<file path="src/rtl/pcs_pkg.sv">
package pcs_pkg;

  typedef enum logic [2:0] {
    OP_HOLD = 3'd0,
    OP_INC  = 3'd1,
    OP_LOAD = 3'd2,
    OP_CALL = 3'd3,
    OP_RET  = 3'd4,
    OP_IRQ  = 3'd5
  } pc_op_e;

  localparam int unsigned NUM_REQ = 5;

endpackage

</file>
<file path="src/rtl/pcs_arbiter.sv">
module pcs_arbiter
  import pcs_pkg::*;
(
  input  logic                clk,
  input  logic                rst_n,
  input  logic                inc_en,
  input  logic                ld_en,
  input  logic                call_en,
  input  logic                ret_en,
  input  logic                irq_en,
  output pc_op_e              op,
  output logic [NUM_REQ-1:0]  grant
);

  // grant bit order: 4 irq, 3 call, 2 load, 1 ret, 0 inc
  always_comb begin
    grant = '0;
    op    = OP_HOLD;
    if (irq_en) begin
      op       = OP_IRQ;
      grant[4] = 1'b1;
    end else if (call_en) begin
      op       = OP_CALL;
      grant[3] = 1'b1;
    end else if (ld_en) begin
      op       = OP_LOAD;
      grant[2] = 1'b1;
    end else if (ret_en) begin
      op       = OP_RET;
      grant[1] = 1'b1;
    end else if (inc_en) begin
      op       = OP_INC;
      grant[0] = 1'b1;
    end
  end

  AST_ONE_WINNER: assert property (@(posedge clk) disable iff (!rst_n)
    $onehot0(grant));
  AST_IRQ_WINS: assert property (@(posedge clk) disable iff (!rst_n)
    irq_en |-> (grant == 5'b10000));
  AST_RET_YIELDS: assert property (@(posedge clk) disable iff (!rst_n)
    (ret_en && (call_en || ld_en)) |-> !grant[1]);

endmodule

</file>
<file path="src/rtl/pcs_stack.sv">
module pcs_stack #(
  parameter int unsigned AW    = 13,
  parameter int unsigned DEPTH = 8,
  localparam int unsigned PTR_W = (DEPTH > 1) ? $clog2(DEPTH) : 1,
  localparam int unsigned CNT_W = $clog2(DEPTH + 1)
) (
  input  logic             clk,
  input  logic             rst_n,
  input  logic             push,
  input  logic             pop,
  input  logic [AW-1:0]    push_data,
  output logic [AW-1:0]    top_data,
  output logic [CNT_W-1:0] depth
);

  localparam logic [PTR_W-1:0] LAST_SLOT = PTR_W'(DEPTH - 1);
  localparam logic [CNT_W-1:0] FULL_CNT  = CNT_W'(DEPTH);

  logic [AW-1:0]    slots [DEPTH];
  logic [PTR_W-1:0] wr_ptr;
  logic [PTR_W-1:0] ptr_inc;
  logic [PTR_W-1:0] ptr_dec;
  logic [DEPTH-1:0] slot_we;
  logic             at_full;
  logic             at_empty;

  assign ptr_inc  = (wr_ptr == LAST_SLOT) ? '0 : wr_ptr + PTR_W'(1);
  assign ptr_dec  = (wr_ptr == '0) ? LAST_SLOT : wr_ptr - PTR_W'(1);
  assign at_full  = (depth == FULL_CNT);
  assign at_empty = (depth == '0);
  assign top_data = slots[ptr_dec];

  for (genvar g = 0; g < DEPTH; g++) begin : g_we
    assign slot_we[g] = push && (wr_ptr == PTR_W'(g));
  end

  always_ff @(posedge clk or negedge rst_n) begin
    if (!rst_n) begin
      for (int i = 0; i < DEPTH; i++) slots[i] <= '0;
    end else begin
      for (int i = 0; i < DEPTH; i++)
        if (slot_we[i]) slots[i] <= push_data;
    end
  end

  always_ff @(posedge clk or negedge rst_n) begin
    if (!rst_n) begin
      wr_ptr <= '0;
      depth  <= '0;
    end else if (push) begin
      wr_ptr <= ptr_inc;
      if (!at_full) depth <= depth + CNT_W'(1);
    end else if (pop) begin
      wr_ptr <= ptr_dec;
      if (!at_empty) depth <= depth - CNT_W'(1);
    end
  end

  AST_DEPTH_BOUND: assert property (@(posedge clk) disable iff (!rst_n)
    depth <= FULL_CNT);
  AST_FULL_STAYS: assert property (@(posedge clk) disable iff (!rst_n)
    (push && at_full) |=> (depth == FULL_CNT));
  AST_PUSH_GROWS: assert property (@(posedge clk) disable iff (!rst_n)
    (push && !at_full) |=> (depth == $past(depth) + CNT_W'(1)));
  AST_EMPTY_FLOOR: assert property (@(posedge clk) disable iff (!rst_n)
    (pop && at_empty) |=> (depth == '0));
  AST_IDLE_STABLE: assert property (@(posedge clk) disable iff (!rst_n)
    (!push && !pop) |=> $stable(depth));

endmodule

</file>
<file path="src/rtl/pcs_next_addr.sv">
module pcs_next_addr
  import pcs_pkg::*;
#(
  parameter int unsigned    PC_W    = 13,
  parameter int unsigned    IMPL_W  = 12,
  parameter logic [PC_W-1:0] IRQ_VEC = 13'h0004
) (
  input  pc_op_e          op,
  input  logic [PC_W-1:0] pc,
  input  logic [PC_W-1:0] ld_addr,
  input  logic [PC_W-1:0] call_addr,
  input  logic [PC_W-1:0] top_data,
  output logic [PC_W-1:0] pc_next,
  output logic [PC_W-1:0] seq_addr
);

  localparam logic [PC_W-1:0] IMPL_MASK = {PC_W{1'b1}} >> (PC_W - IMPL_W);

  function automatic logic [PC_W-1:0] fold(input logic [PC_W-1:0] a);
    return a & IMPL_MASK;
  endfunction

  function automatic logic [PC_W-1:0] step(input logic [PC_W-1:0] a);
    return fold(a + PC_W'(1));
  endfunction

  assign seq_addr = step(pc);

  always_comb begin
    unique case (op)
      OP_IRQ:  pc_next = fold(IRQ_VEC);
      OP_CALL: pc_next = fold(call_addr);
      OP_LOAD: pc_next = fold(ld_addr);
      OP_RET:  pc_next = fold(top_data);
      OP_INC:  pc_next = seq_addr;
      default: pc_next = pc;
    endcase
  end

endmodule

</file>
<file path="src/rtl/pcs_pc_unit.sv">
module pcs_pc_unit
  import pcs_pkg::*;
#(
  parameter int unsigned     PC_W      = 13,
  parameter int unsigned     IMPL_W    = 12,
  parameter int unsigned     STK_DEPTH = 8,
  parameter logic [PC_W-1:0] RST_VEC   = 13'h0000,
  parameter logic [PC_W-1:0] IRQ_VEC   = 13'h0004,
  localparam int unsigned    CNT_W     = $clog2(STK_DEPTH + 1)
) (
  input  logic             clk,
  input  logic             rst_n,
  input  logic             inc_en,
  input  logic             ld_en,
  input  logic [PC_W-1:0]  ld_addr,
  input  logic             call_en,
  input  logic [PC_W-1:0]  call_addr,
  input  logic             ret_en,
  input  logic             irq_en,
  output logic [PC_W-1:0]  pc,
  output logic [CNT_W-1:0] depth
);

  localparam logic [PC_W-1:0] IMPL_MASK = {PC_W{1'b1}} >> (PC_W - IMPL_W);

  pc_op_e              op;
  logic [NUM_REQ-1:0]  grant;
  logic                do_push;
  logic                do_pop;
  logic [PC_W-1:0]     pc_next;
  logic [PC_W-1:0]     seq_addr;
  logic [PC_W-1:0]     top_data;

  pcs_arbiter i_arb (
    .clk     (clk),
    .rst_n   (rst_n),
    .inc_en  (inc_en),
    .ld_en   (ld_en),
    .call_en (call_en),
    .ret_en  (ret_en),
    .irq_en  (irq_en),
    .op      (op),
    .grant   (grant)
  );

  assign do_push = (op == OP_CALL) || (op == OP_IRQ);
  assign do_pop  = (op == OP_RET);

  pcs_next_addr #(
    .PC_W    (PC_W),
    .IMPL_W  (IMPL_W),
    .IRQ_VEC (IRQ_VEC)
  ) i_nxt (
    .op        (op),
    .pc        (pc),
    .ld_addr   (ld_addr),
    .call_addr (call_addr),
    .top_data  (top_data),
    .pc_next   (pc_next),
    .seq_addr  (seq_addr)
  );

  pcs_stack #(
    .AW    (PC_W),
    .DEPTH (STK_DEPTH)
  ) i_stk (
    .clk       (clk),
    .rst_n     (rst_n),
    .push      (do_push),
    .pop       (do_pop),
    .push_data (seq_addr),
    .top_data  (top_data),
    .depth     (depth)
  );

  always_ff @(posedge clk or negedge rst_n) begin
    if (!rst_n) pc <= RST_VEC & IMPL_MASK;
    else        pc <= pc_next;
  end

  always @(posedge clk) begin
    if (!rst_n) begin
      AST_RESET_STATE: assert (pc == '0 && depth == '0);
    end
  end

  AST_IN_RANGE: assert property (@(posedge clk) disable iff (!rst_n)
    (pc & ~IMPL_MASK) == '0);
  AST_STEP: assert property (@(posedge clk) disable iff (!rst_n)
    (grant == 5'b00001) |=> (pc == (($past(pc) + PC_W'(1)) & IMPL_MASK)));
  AST_IRQ_TARGET: assert property (@(posedge clk) disable iff (!rst_n)
    irq_en |=> (pc == (IRQ_VEC & IMPL_MASK)));
  AST_CALL_TARGET: assert property (@(posedge clk) disable iff (!rst_n)
    (call_en && !irq_en) |=> (pc == ($past(call_addr) & IMPL_MASK)));
  AST_LOAD_KEEPS_STACK: assert property (@(posedge clk) disable iff (!rst_n)
    (ld_en && !call_en && !irq_en) |=> $stable(depth));
  AST_RET_TARGET: assert property (@(posedge clk) disable iff (!rst_n)
    (grant == 5'b00010) |=> (pc == ($past(top_data) & IMPL_MASK)));

endmodule

</file>
<file path="config.mk">
export PLATFORM = sky130hd
export DESIGN_NAME = pcs_pc_unit
export DESIGN_NICKNAME = d
export VERILOG_FILES = /design/src/rtl/pcs_pkg.sv /design/src/rtl/pcs_arbiter.sv /design/src/rtl/pcs_stack.sv /design/src/rtl/pcs_next_addr.sv /design/src/rtl/pcs_pc_unit.sv
export SDC_FILE = /design/constraint.sdc
export NUM_CORES = 1
export LEC_CHECK = 0
export BUFFER_PORTS_ARGS = -buffer_cell sky130_fd_sc_hd__buf_2
export CORE_MARGIN = 3
export CORE_UTILIZATION = 54
export DETAILED_ROUTE_END_ITERATION = 12
export PLACE_DENSITY = 0.79
export REMOVE_ABC_BUFFERS = 1
export SLEW_MARGIN = 0
export SYNTH_ARGS = -nofsm -noshare
export SYNTH_HDL_FRONTEND = slang
export SYNTH_SLANG_ARGS = --single-unit
</file>
<file path="constraint.sdc">
create_clock -name clk -period 2.1 [get_ports clk]
set_clock_uncertainty 0.1 [all_clocks]
set_input_delay 0.105 -clock clk [delete_from_list [all_inputs] [get_ports clk]]
set_output_delay 0.105 -clock clk [all_outputs]
set_load 0.01 [all_outputs]
</file>
==> run summary <==
Status: complete, but fails checks
Failing checks: negative setup slack
Slowest stage cell, crit path: dfrtp_2
RSZ-0062 raised after global routing: yes
Setup ws final: -0.0117 ns
Share of cells above drive strength 1: 0.261
Synth Area in Adders: 0.0247
Pwr Total: 11.8 mW
Compound-cell area share of the yosys netlist: 0.184
Critical Path RT: 2.41 ns
Cell types occupying the most area after synthesis: dfrtp_1 (49%), o21ai_0 (7.9%), nand2_1 (7.2%)
Initial core utilization: 0.561
Die H: 110 um
Post-synth EDFFs: 0
Root Driver: clkbuf_8
Total CTS buffers: 17
# H-tree levels: 4
Post-synthesis sequential area ratio: 0.490
Max Clk Rate: 474 MHz
Netlist cell types: 58
Syn Std Cell Area: 5870 um2
Routed WL: 18,400 um
CTS clk-pin slew, worst paths: 0.06 ns
Port Buffer Count: 46
Die Span X: 110 um
Minimum clock period: 2.11 ns
Worst path max stage delay: 0.42 ns
WS Path Type: register to register
Routed len/inst: 21.1 um
Power per cell area: 1560 nW/um2
Post-Synth XOR/XNOR Area: 0.0328
Core box area: 10,500 um2
Critical path cell sequence: inv_4, ha_4, or3b_1, o21ai_0, nand2_2, o22ai_1, o21ai_1
Diode count: 0
Clock tree buffer depth: 2
Hold path startpoint: call_addr[2]
Sw Ratio: 0.379
Drt pass-1 iters: 6
CTS tree: built
Max-slew violations: 0
Setup TNS: -0.0117 ns
Final hold viol count: 0
Tcrit/Tclk final: 1.01
CP startpoint kind: register
DRC viols: 0
Ys Warns: 0
Worst reg2reg path startpoint: i_stk.wr_ptr[0]
Synth area leader: dfrtp_1
Commonest non-fill, non-tap cell in the layout: dfrtp_1
Largest family of logic cells by synthesized area: compound AO/OA/AOI/OAI gates
Gate power share: 0.413
Hold slack: 0.0308 ns
Initial DRC Count: 570
First-pass GRT wire length: 27,800 um
Register-to-Register Path Depth: 7
Core Rows: 37
IO Count: 50
P_int: 7.34 mW
Clk sinks: 115
Flop and latch count out of synthesis: 115
Pre-CTS setup slack: -0.0417 ns
Crit Path Max Fanout: 6
Sw Pwr: 4.48 mW
Final Wtd Congestion: 0.955
DR vias: 5,379
FFs w/ async S/R, synth: 1.00
Clock power share: 0.271
Power share of the sequential group: 0.316
Critical Path Source: i_stk.wr_ptr[0]
Final setup fails: 1
Post-route ant nets: 0
Multiplexer area fraction after synthesis: 0.0763
Top-area cell type share of the netlist area: 0.490
Via density: 6.19
Crit Reg-Reg Endpoint: pc[4]
Area share of and/or/nand/nor cells after synthesis: 0.147
Post-DP HPWL: 11,700 um
Arr. time, crit path: 2.42 ns
Pin count of the biggest net entering global routing: 66
Latest clock arrival within the worst-skew pair: 0.53 ns
All-Layer GR Usage: 0.309
Initial antenna violation count: 0
Mapped Cells: 611
Hold/Removal Path Class: input pin to register
Max VDD drop: 813 uV
Main synth FF type: dfrtp_1
Total Nets Final: 764
Avg Cell Area, Syn: 9.61 um2
Gr ovfl total: 0
Die footprint: 12,200 um2
Commonest non-fill, non-tap cells in the layout: dfrtp_1 (113), nand2_1 (111), o21ai_0 (93), buf_4 (57), buf_2 (45)
CP Capture Type: register
Vias in the first global route: 5,240
Crit path to: pc[4]
FF-to-FF setup slack: -0.01 ns
Area growth syn-to-layout: 28.7%
Slew @ Worst Pin: 0.735 ns
Max_slew headroom: 0.509
Leakage: 3.41 nW
Maxcap violations: 0
==> cells in the mapped netlist (5+ instances only) <==
library cell and instances:
clkbuf_1 8, nor2_1 40, o211ai_1 12, xnor2_1 9
a31oi_1 5, nand3_1 12, o22ai_1 11, buf_2 23
xor2_1 13, a22oi_1 11, inv_1 7, mux2i_1 11
nand2_1 113, o21ai_0 93, ha_1 10, mux4_2 7
mux2_2 16, a21oi_1 22, o21ai_1 8, dfrtp_1 115
and2_0 5
==> critical path: cells and delay by family (launching register included) <==
family / cells / cell delay [ns]
DFF: 1 / 0.42
buffers and inverters: 1 / 0.11
AOI/OAI and AO/OA: 3 / 0.61
and+or+nand+nor: 2 / 0.58
adders and majority gates: 1 / 0.18
==> layer usage <==
metal	share of wire	vias to the layer above	GRT usage	wire length (um)
met5	0	-	0	0
met4	0.062	0	0.172	1140
met3	0.10	118	0.0676	1840
met2	0.47	368	0.489	8670
met1	0.37	2534	0.396	6730
li1	-	2359	-	-
==> area by class of cell <==
cell class	instances	area, um2
clock buffers	22	443
repair buffers	130	978
well taps	136	170
fillers	741	2910
flip-flops and latches	115	2880
clock inverters	10	204
inverters	9	41.3
multi-input cells	447	2840
==> sequential cells by signal (all words and copies together) (netlist names) <==
signal / flops
i_stk.slots: 96
pc: 12
i_stk.depth: 4
i_stk.wr_ptr: 3
==> metrics by stage <==
| stage | instances | area, um2 | utilization |
|---|---|---|---|
| final | 869 | 7560 | 0.722 |
| after global routing | 869 | 7560 | 0.722 |
| after CTS | 867 | 7440 | 0.711 |
| after detailed placement | 810 | 6530 | 0.624 |
| after global placement | 810 | 6530 | 0.624 |
| after floorplan | 571 | 5650 | - |
==> what timing repair did <==
action | 4_1_cts | 5_1_grt
setup endpoints to repair | 12 | 48
setup buffers | 2 | 3
resized for setup | 4 | 22
pin swaps | 0 | 1
endpoints found under the hold margin | 126 | 0
hold buffers | 23 | 0
==> worst min-delay path by stage <==
stage | end | slack (ns) | depth (start not counted)
after floorplan | i_stk.depth[0] | -0.29 | 0
after global routing | pc[9] | 0.03 | 5
after global placement | i_stk.slots[37] | -0.15 | 1
final | pc[2] | 0.03 | 5
after detailed placement | i_stk.slots[37] | -0.15 | 1
after CTS | pc[0] | 0.005 | 5
==> logic make-up after synthesis <==
family / Yosys count
AOI/OAI and AO/OA: 181
xor gates and xnor gates: 22
adders and majority gates: 11
buffers and inverters: 49
DFF: 115
muxes: 34
other: 1
and+or+nand+nor: 198
==> power groups by stage <==
stage	clock (mW)	sequential (mW)	combinational, mW
floorplan	0	3.71	2.56
finish	3.20	3.73	4.88
detailed placement	0	3.70	4.38
global placement	0	3.62	4.20
global route	3.32	3.83	5.28
CTS	3.21	3.69	4.56
No activity file was read; power rests on OpenSTA's default activity.
